--- config.mk ---
export PLATFORM = sky130hd
export DESIGN_NAME = sha2r_core
export DESIGN_NICKNAME = d
export VERILOG_FILES = /design/src/rtl/sha2r_pkg.sv /design/src/rtl/sha2r_ctrl.sv /design/src/rtl/sha2r_dp.sv /design/src/rtl/sha2r_core.sv
export SDC_FILE = /design/constraint.sdc
export NUM_CORES = 1
export LEC_CHECK = 0
export ABC_AREA = 0
export ABC_CLOCK_PERIOD_IN_PS = 1100
export CAP_MARGIN = 5
export CORE_MARGIN = 1.5
export CORE_UTILIZATION = 45
export CTS_BUF_LIST = sky130_fd_sc_hd__clkbuf_8
export DETAILED_ROUTE_END_ITERATION = 7
export PLACE_DENSITY = 0.73
export SLEW_MARGIN = 25
export SYNTH_ARGS = -nofsm -noshare
export SYNTH_HDL_FRONTEND = slang
export SYNTH_HIERARCHICAL = 1
export SYNTH_SLANG_ARGS = --single-unit
--- constraint.sdc ---
create_clock -name clk -period 1.1 [get_ports clk]
set_clock_uncertainty 0.2 [all_clocks]
set_input_delay 0.11 -clock clk [delete_from_list [all_inputs] [get_ports clk]]
set_output_delay 0.11 -clock clk [all_outputs]
set_load 0.01 [all_outputs]
--- src/rtl/sha2r_pkg.sv ---
package sha2r_pkg;
  localparam int WORD_W = 32;
  localparam int LANES  = 4;
  localparam int BUS_W  = WORD_W * LANES;
  localparam int ROUNDS = 2;

  typedef logic [WORD_W-1:0] word_t;

  typedef struct packed {
    word_t a, b, c, d, e, f, g, h;
  } state_t;

  typedef struct packed {
    logic capture;
    logic validSet;
  } ctrlStrobe_t;

  function automatic word_t rotr(input word_t x, input int n);
    return (x >> n) | (x << (WORD_W - n));
  endfunction

  function automatic word_t bigSigma0(input word_t x);
    return rotr(x, 2) ^ rotr(x, 13) ^ rotr(x, 22);
  endfunction

  function automatic word_t bigSigma1(input word_t x);
    return rotr(x, 6) ^ rotr(x, 11) ^ rotr(x, 25);
  endfunction

  function automatic word_t chooseFn(input word_t x, input word_t y, input word_t z);
    return (x & y) ^ (~x & z);
  endfunction

  function automatic word_t majorityFn(input word_t x, input word_t y, input word_t z);
    return (x & y) ^ (x & z) ^ (y & z);
  endfunction

  function automatic state_t roundStep(input state_t s, input word_t w);
    state_t n;
    word_t  t1;
    word_t  t2;
    t1  = s.h + bigSigma1(s.e) + chooseFn(s.e, s.f, s.g) + w;
    t2  = bigSigma0(s.a) + majorityFn(s.a, s.b, s.c);
    n.h = s.g;
    n.g = s.f;
    n.f = s.e;
    n.e = s.d + t1;
    n.d = s.c;
    n.c = s.b;
    n.b = s.a;
    n.a = t1 + t2;
    return n;
  endfunction
endpackage

--- src/rtl/sha2r_ctrl.sv ---
module sha2r_ctrl
  import sha2r_pkg::*;
(
  input  logic        clk,
  input  logic        rst_n,
  input  logic        start,
  output ctrlStrobe_t strobe,
  output logic        valid
);
  always_comb begin
    strobe.capture  = start;
    strobe.validSet = start;
  end

  always_ff @(posedge clk or negedge rst_n) begin
    if (!rst_n) valid <= 1'b0;
    else        valid <= strobe.validSet;
  end
endmodule

--- src/rtl/sha2r_dp.sv ---
module sha2r_dp
  import sha2r_pkg::*;
(
  input  logic             clk,
  input  logic             rst_n,
  input  ctrlStrobe_t      strobe,
  input  logic [BUS_W-1:0] opAbef,
  input  logic [BUS_W-1:0] opCdgh,
  input  logic [BUS_W-1:0] opMsg,
  output logic [BUS_W-1:0] result
);
  state_t stage [ROUNDS+1];

  always_comb begin
    stage[0].a = opAbef[0*WORD_W +: WORD_W];
    stage[0].b = opAbef[1*WORD_W +: WORD_W];
    stage[0].e = opAbef[2*WORD_W +: WORD_W];
    stage[0].f = opAbef[3*WORD_W +: WORD_W];
    stage[0].c = opCdgh[0*WORD_W +: WORD_W];
    stage[0].d = opCdgh[1*WORD_W +: WORD_W];
    stage[0].g = opCdgh[2*WORD_W +: WORD_W];
    stage[0].h = opCdgh[3*WORD_W +: WORD_W];
  end

  for (genvar r = 0; r < ROUNDS; r++) begin : g_round
    assign stage[r+1] = roundStep(stage[r], opMsg[r*WORD_W +: WORD_W]);
  end

  logic [BUS_W-1:0] packedNext;
  always_comb begin
    packedNext = {stage[ROUNDS].f, stage[ROUNDS].e, stage[ROUNDS].b, stage[ROUNDS].a};
  end

  always_ff @(posedge clk or negedge rst_n) begin
    if (!rst_n)              result <= '0;
    else if (strobe.capture) result <= packedNext;
  end
endmodule

--- src/rtl/sha2r_core.sv ---
module sha2r_core
  import sha2r_pkg::*;
(
  input  logic             clk,
  input  logic             rst_n,
  input  logic             start,
  input  logic [BUS_W-1:0] opAbef,
  input  logic [BUS_W-1:0] opCdgh,
  input  logic [BUS_W-1:0] opMsg,
  output logic             valid,
  output logic [BUS_W-1:0] result
);
  ctrlStrobe_t strobe;

  sha2r_ctrl u_ctrl (
    .clk    (clk),
    .rst_n  (rst_n),
    .start  (start),
    .strobe (strobe),
    .valid  (valid)
  );

  sha2r_dp u_dp (
    .clk    (clk),
    .rst_n  (rst_n),
    .strobe (strobe),
    .opAbef (opAbef),
    .opCdgh (opCdgh),
    .opMsg  (opMsg),
    .result (result)
  );
endmodule

# Word-level counts from Yosys, hierarchy flattened
# Index checks and enable logic that the tools add are counted.
# totals
ff_bits,129
in_bits,387
out_inout_bits,129
# op_classes
addsub,12
bitwise,37
# ops
cell,count
XOR 32 bit,14
adder 32 bit,12
AND 32 bit,9
NOT 32 bit,2
bitwise OR 10 x 32 -> 32 bit,2
bitwise OR 19 x 32 -> 32 bit,2
bitwise OR 21 x 32 -> 32 bit,2
bitwise OR 26 x 32 -> 32 bit,2
bitwise OR 30 x 32 -> 32 bit,2
bitwise OR 7 x 32 -> 32 bit,2

# Longest topological paths before layout
# depth
depth_word,14
depth_mapped,57

# By module
# Netlist, hierarchy kept.
# by_module_without_submodules
mod,instances,cells_per_inst,area_each_um2,seq_area_each_um2
sha2r_dp,1,2431,21904.8,3203.1
sha2r_ctrl,1,3,40.0,25.0

# Worst setup path after synthesis
# No wires, ideal clock.
# synth_path
path_kind,input port to flip-flop
start,input opAbef[77]
end,register u_dp.result[31]
setup_time_ns,0.077
t_arrival_ns,10.918
setup_slack_ns,-10.095
stages,51
n_path_buf,1
path_cell_list,clkbuf_1 xor2_1 xnor2_1 fa_1 fa_1 inv_1 ha_1 a21o_1 a21oi_1 o21bai_1 a21oi_1 o21bai_1 a21o_1 o2111ai_1 nand2_1 a21o_1 a21o_1 xor2_1 [15 not listed] a21o_1 a21oi_1 xnor2_1 fa_1 ha_1 a21o_1 a21oi_1 nor2b_1 a21o_1 a31oi_2 o21ai_1 a221o_1 and4_1 o22ai_2 o21ai_1 xnor2_1 xnor3_1 a21oi_1
# synth_between
elab_chain_cells,14
# synth_lines
element,line_no,rtl
start: declaration,sha2r_core.sv:7,"input logic [BUS_W-1:0] opAbef,"
bitwise OR 21 x 32 -> 32 bit or bitwise OR 26 x 32 -> 32 bit (tied branches),sha2r_pkg.sv:19,return (x >> n) | (x << (WORD_W - n));
XOR 32 bit (2 in a row),sha2r_pkg.sv:27,"return rotr(x, 6) ^ rotr(x, 11) ^ rotr(x, 25);"
adder 32 bit (3 in a row),sha2r_pkg.sv:42,"t1 = s.h + bigSigma1(s.e) + chooseFn(s.e, s.f, s.g) + w;"
adder 32 bit,sha2r_pkg.sv:47,n.e = s.d + t1;
bitwise OR 26 x 32 -> 32 bit or bitwise OR 21 x 32 -> 32 bit (tied branches),sha2r_pkg.sv:19,
XOR 32 bit (2 in a row),sha2r_pkg.sv:27,
adder 32 bit (3 in a row),sha2r_pkg.sv:42,
adder 32 bit (*),sha2r_pkg.sv:51,n.a = t1 + t2;
end signal: assignment,sha2r_dp.sv:36,else if (strobe.capture) result <= packedNext;
end: declaration,sha2r_dp.sv:10,output logic [BUS_W-1:0] result
# Mark *: on every way between the ends. The rest lies on a longest branch, timed or not.
# A chain may end at the register's enable or synchronous reset.

# Final worst setup path
# layout_path
start,input opAbef[92]
end,register u_dp.result[29]
# layout_between
elab_chain_cells,14
# layout_lines
element,line_no
bitwise OR 21 x 32 -> 32 bit or bitwise OR 26 x 32 -> 32 bit (tied branches),sha2r_pkg.sv:19
XOR 32 bit (2 in a row),sha2r_pkg.sv:27
adder 32 bit (3 in a row),sha2r_pkg.sv:42
adder 32 bit,sha2r_pkg.sv:47
bitwise OR 21 x 32 -> 32 bit or bitwise OR 26 x 32 -> 32 bit (tied branches),sha2r_pkg.sv:19
XOR 32 bit (2 in a row),sha2r_pkg.sv:27
adder 32 bit (3 in a row),sha2r_pkg.sv:42
adder 32 bit (*),sha2r_pkg.sv:51
# Marked as above.

==> impl_metrics.yaml <==
status:
  status: "complete, but fails checks"
  violations: "negative hold slack, negative setup slack"
floorplan:
  dieArea_mm2: 0.0501
  die_y_um: 224
  core.rowCount: 80
  pin_count: 516
  die_x_um: 224
  core-area_mm2: 0.0479
  start_util: 0.458
timing:
  setup_slack_ps: -10010
  hold_violations: 48
  max_freq_mhz: 90.0
  setup_viol_count_final: 257
  rsz0062_at_grt: "yes"
  min_period_ps: 11110
  slew_violations: 0
  fin_crit_sh: 10.1
  worstMarginPinSlew_ps: 912
  whs_ps: -135
  max-slew-margin-rel: 0.386
setup_path:
  path_max_fanout: 4
  endpoint_kind: "flip-flop"
  worstSetupPathType: "in2reg"
  slowest_delay_ps: 570
  r2r_slack_ps: -90
  arrival_ps: 11310
  r2r_end: "u_dp/result[126]$_DFFE_PN0P_"
  cpMostUsedCell: "a21oi_2"
  r2r-start: "u_dp/result[126]$_DFFE_PN0P_"
  cp-start-kind: "primary input"
  reg2regPathDepth: 2
  crit_path_top_delay_cell: "fa_2"
  required_ps: 1300
routing:
  drt_first_iter_violations: 2234
  drt_pass1_iterations: 6
  vias_per_cell: 5.64
  drc_errors: 0
  vias: 25100
  wire_per_inst_um: 25.9
  finalWirelength_um: 115000
  antenna_left: 0
grt:
  grt_usage: 0.428
  grt_pass1_wl_um: 157000
  grt_max_degree: 47
  grt-ovfl-total: 0
  grt_pass1_vias: 25900
  antenna_found_initial: 1
clock_network:
  clock_sinks: 129
  cts-root-buf: "clkbuf_8"
  htreeDepth: 4
  cts_buffers: 17
  clockBufferDepth: 2
  cts.clk_slew.worst_paths_ps: 90
  insertion_delay_ps: 500
  cts_tree: "done"
finish:
  nets: 4581
  syn_to_final_growth_pct: 77.9
  drive_gt1_frac: 0.434
synth:
  syn_area_mm2: 0.0219
  synth_warnings: 6
  syn-mean-instance-area_um2: 9.02
  synth_cells: 2433
  syn-num-nets: 3198
min_path:
  hp-start: "start"
  worstHoldPathCells: 4
  hp-class: "in2reg"
  hold_end: "u_dp/result[76]$_DFFE_PN0P_"
placed_design:
  io_buffers: 451
  gp_congestion: 1.04
  dp_hpwl_um: 90000
run:
  cap_violations: 0
-- state kept, by name, summed over array words and instances (netlist names) --
register / cells
u_dp/result: 128
u_ctrl/valid: 1
-- metrics by stage --
step / std cells / setup slack (ps) / cell area [µm²] / TNS, ps / utilization
floorplan: 2433 / -9320 / 23300 / -758610 / -
global placement: 4318 / -10530 / 35000 / -920530 / 0.731
detailed placement: 4318 / -10810 / 35000 / -944000 / 0.731
CTS: 4400 / -9690 / 37400 / -878570 / 0.779
global route: 4444 / -10270 / 39000 / -930890 / 0.814
finish: 4446 / -10010 / 39000 / -905840 / 0.814
-- worst max-delay path, delay by kind of cell --
kind | cells | cell delay (ps)
buffers and inverters | 8 | 1020
muxes | 1 | 260
xor gates and xnor gates | 6 | 950
adders and majority gates | 8 | 3140
and+or+nand+nor | 7 | 910
AOI/OAI and AO/OA | 29 | 4870
-- per-layer routing --
layer  GRT usage  routed length [µm]  vias to the layer above
met4       0.314               11300                        0
li1            -                   -                    10800
met3      0.0742                8330                      578
met2       0.735               54400                     1523
met1       0.480               41000                    12200
met5           0                   0                        -
-- worst max-delay path by stage --
stage,start,endpoint,slack [ps],depth (start not counted)
3_3_place_gp,opAbef[90],u_dp/result[29]$_DFFE_PN0P_,-10530,54
6_report,opAbef[92],u_dp/result[29]$_DFFE_PN0P_,-10010,59
5_1_grt,opAbef[92],u_dp/result[29]$_DFFE_PN0P_,-10270,59
3_5_place_dp,opAbef[90],u_dp/result[30]$_DFFE_PN0P_,-10810,55
4_1_cts,opAbef[92],u_dp/result[30]$_DFFE_PN0P_,-9690,51
2_1_floorplan,opAbef[90],u_dp/result[29]$_DFFE_PN0P_,-9320,53
-- placed cells by master (no fill, tap or decap), types with 19 or more instances in the layout --
| master | n |
|---|---|
| nor2_2 | 22 |
| xor2_1 | 95 |
| o21a_1 | 27 |
| mux2i_1 | 44 |
| a21oi_4 | 19 |
| xnor2_1 | 201 |
| xnor2_4 | 21 |
| o21ai_1 | 22 |
| fa_1 | 183 |
| xor2_2 | 30 |
| nand2_1 | 67 |
| buf_6 | 89 |
| ha_1 | 128 |
| a21oi_2 | 70 |
| o21ai_0 | 60 |
| inv_1 | 345 |
| a21oi_1 | 55 |
| inv_2 | 27 |
| ha_4 | 54 |
| buf_4 | 895 |
| xnor2_2 | 70 |
| o21ai_2 | 20 |
| nor2_1 | 77 |
| maj3_1 | 30 |
| a21o_1 | 102 |
| clkdlybuf4s50_1 | 417 |
| mux2_2 | 61 |
| dfrtp_1 | 129 |
| mux2_4 | 54 |
-- cell type report --
cell class              count  area [µm²]
well taps                 615         769
inverters                 373        1410
clock inverters            15         109
diodes                      2        5.00
fillers                  2702        8910
repair buffers           1450       12500
multi-input cells        1845       20800
clock buffers              17         234
flip-flops and latches    129        3230
-- what timing repair did --
action / in CTS / in global routing
pin swaps: 169 / 196
hold endpoints to repair: 208 / 62
resized for setup: 326 / 291
buffers inserted: 57 / 54
setup endpoints to repair: 257 / 257
cloned: 0 / 0
hold buffers: 3 / 1
Power is not shown: default switching activity piles up to over one toggle a cycle in this logic, so the estimate is an artifact.
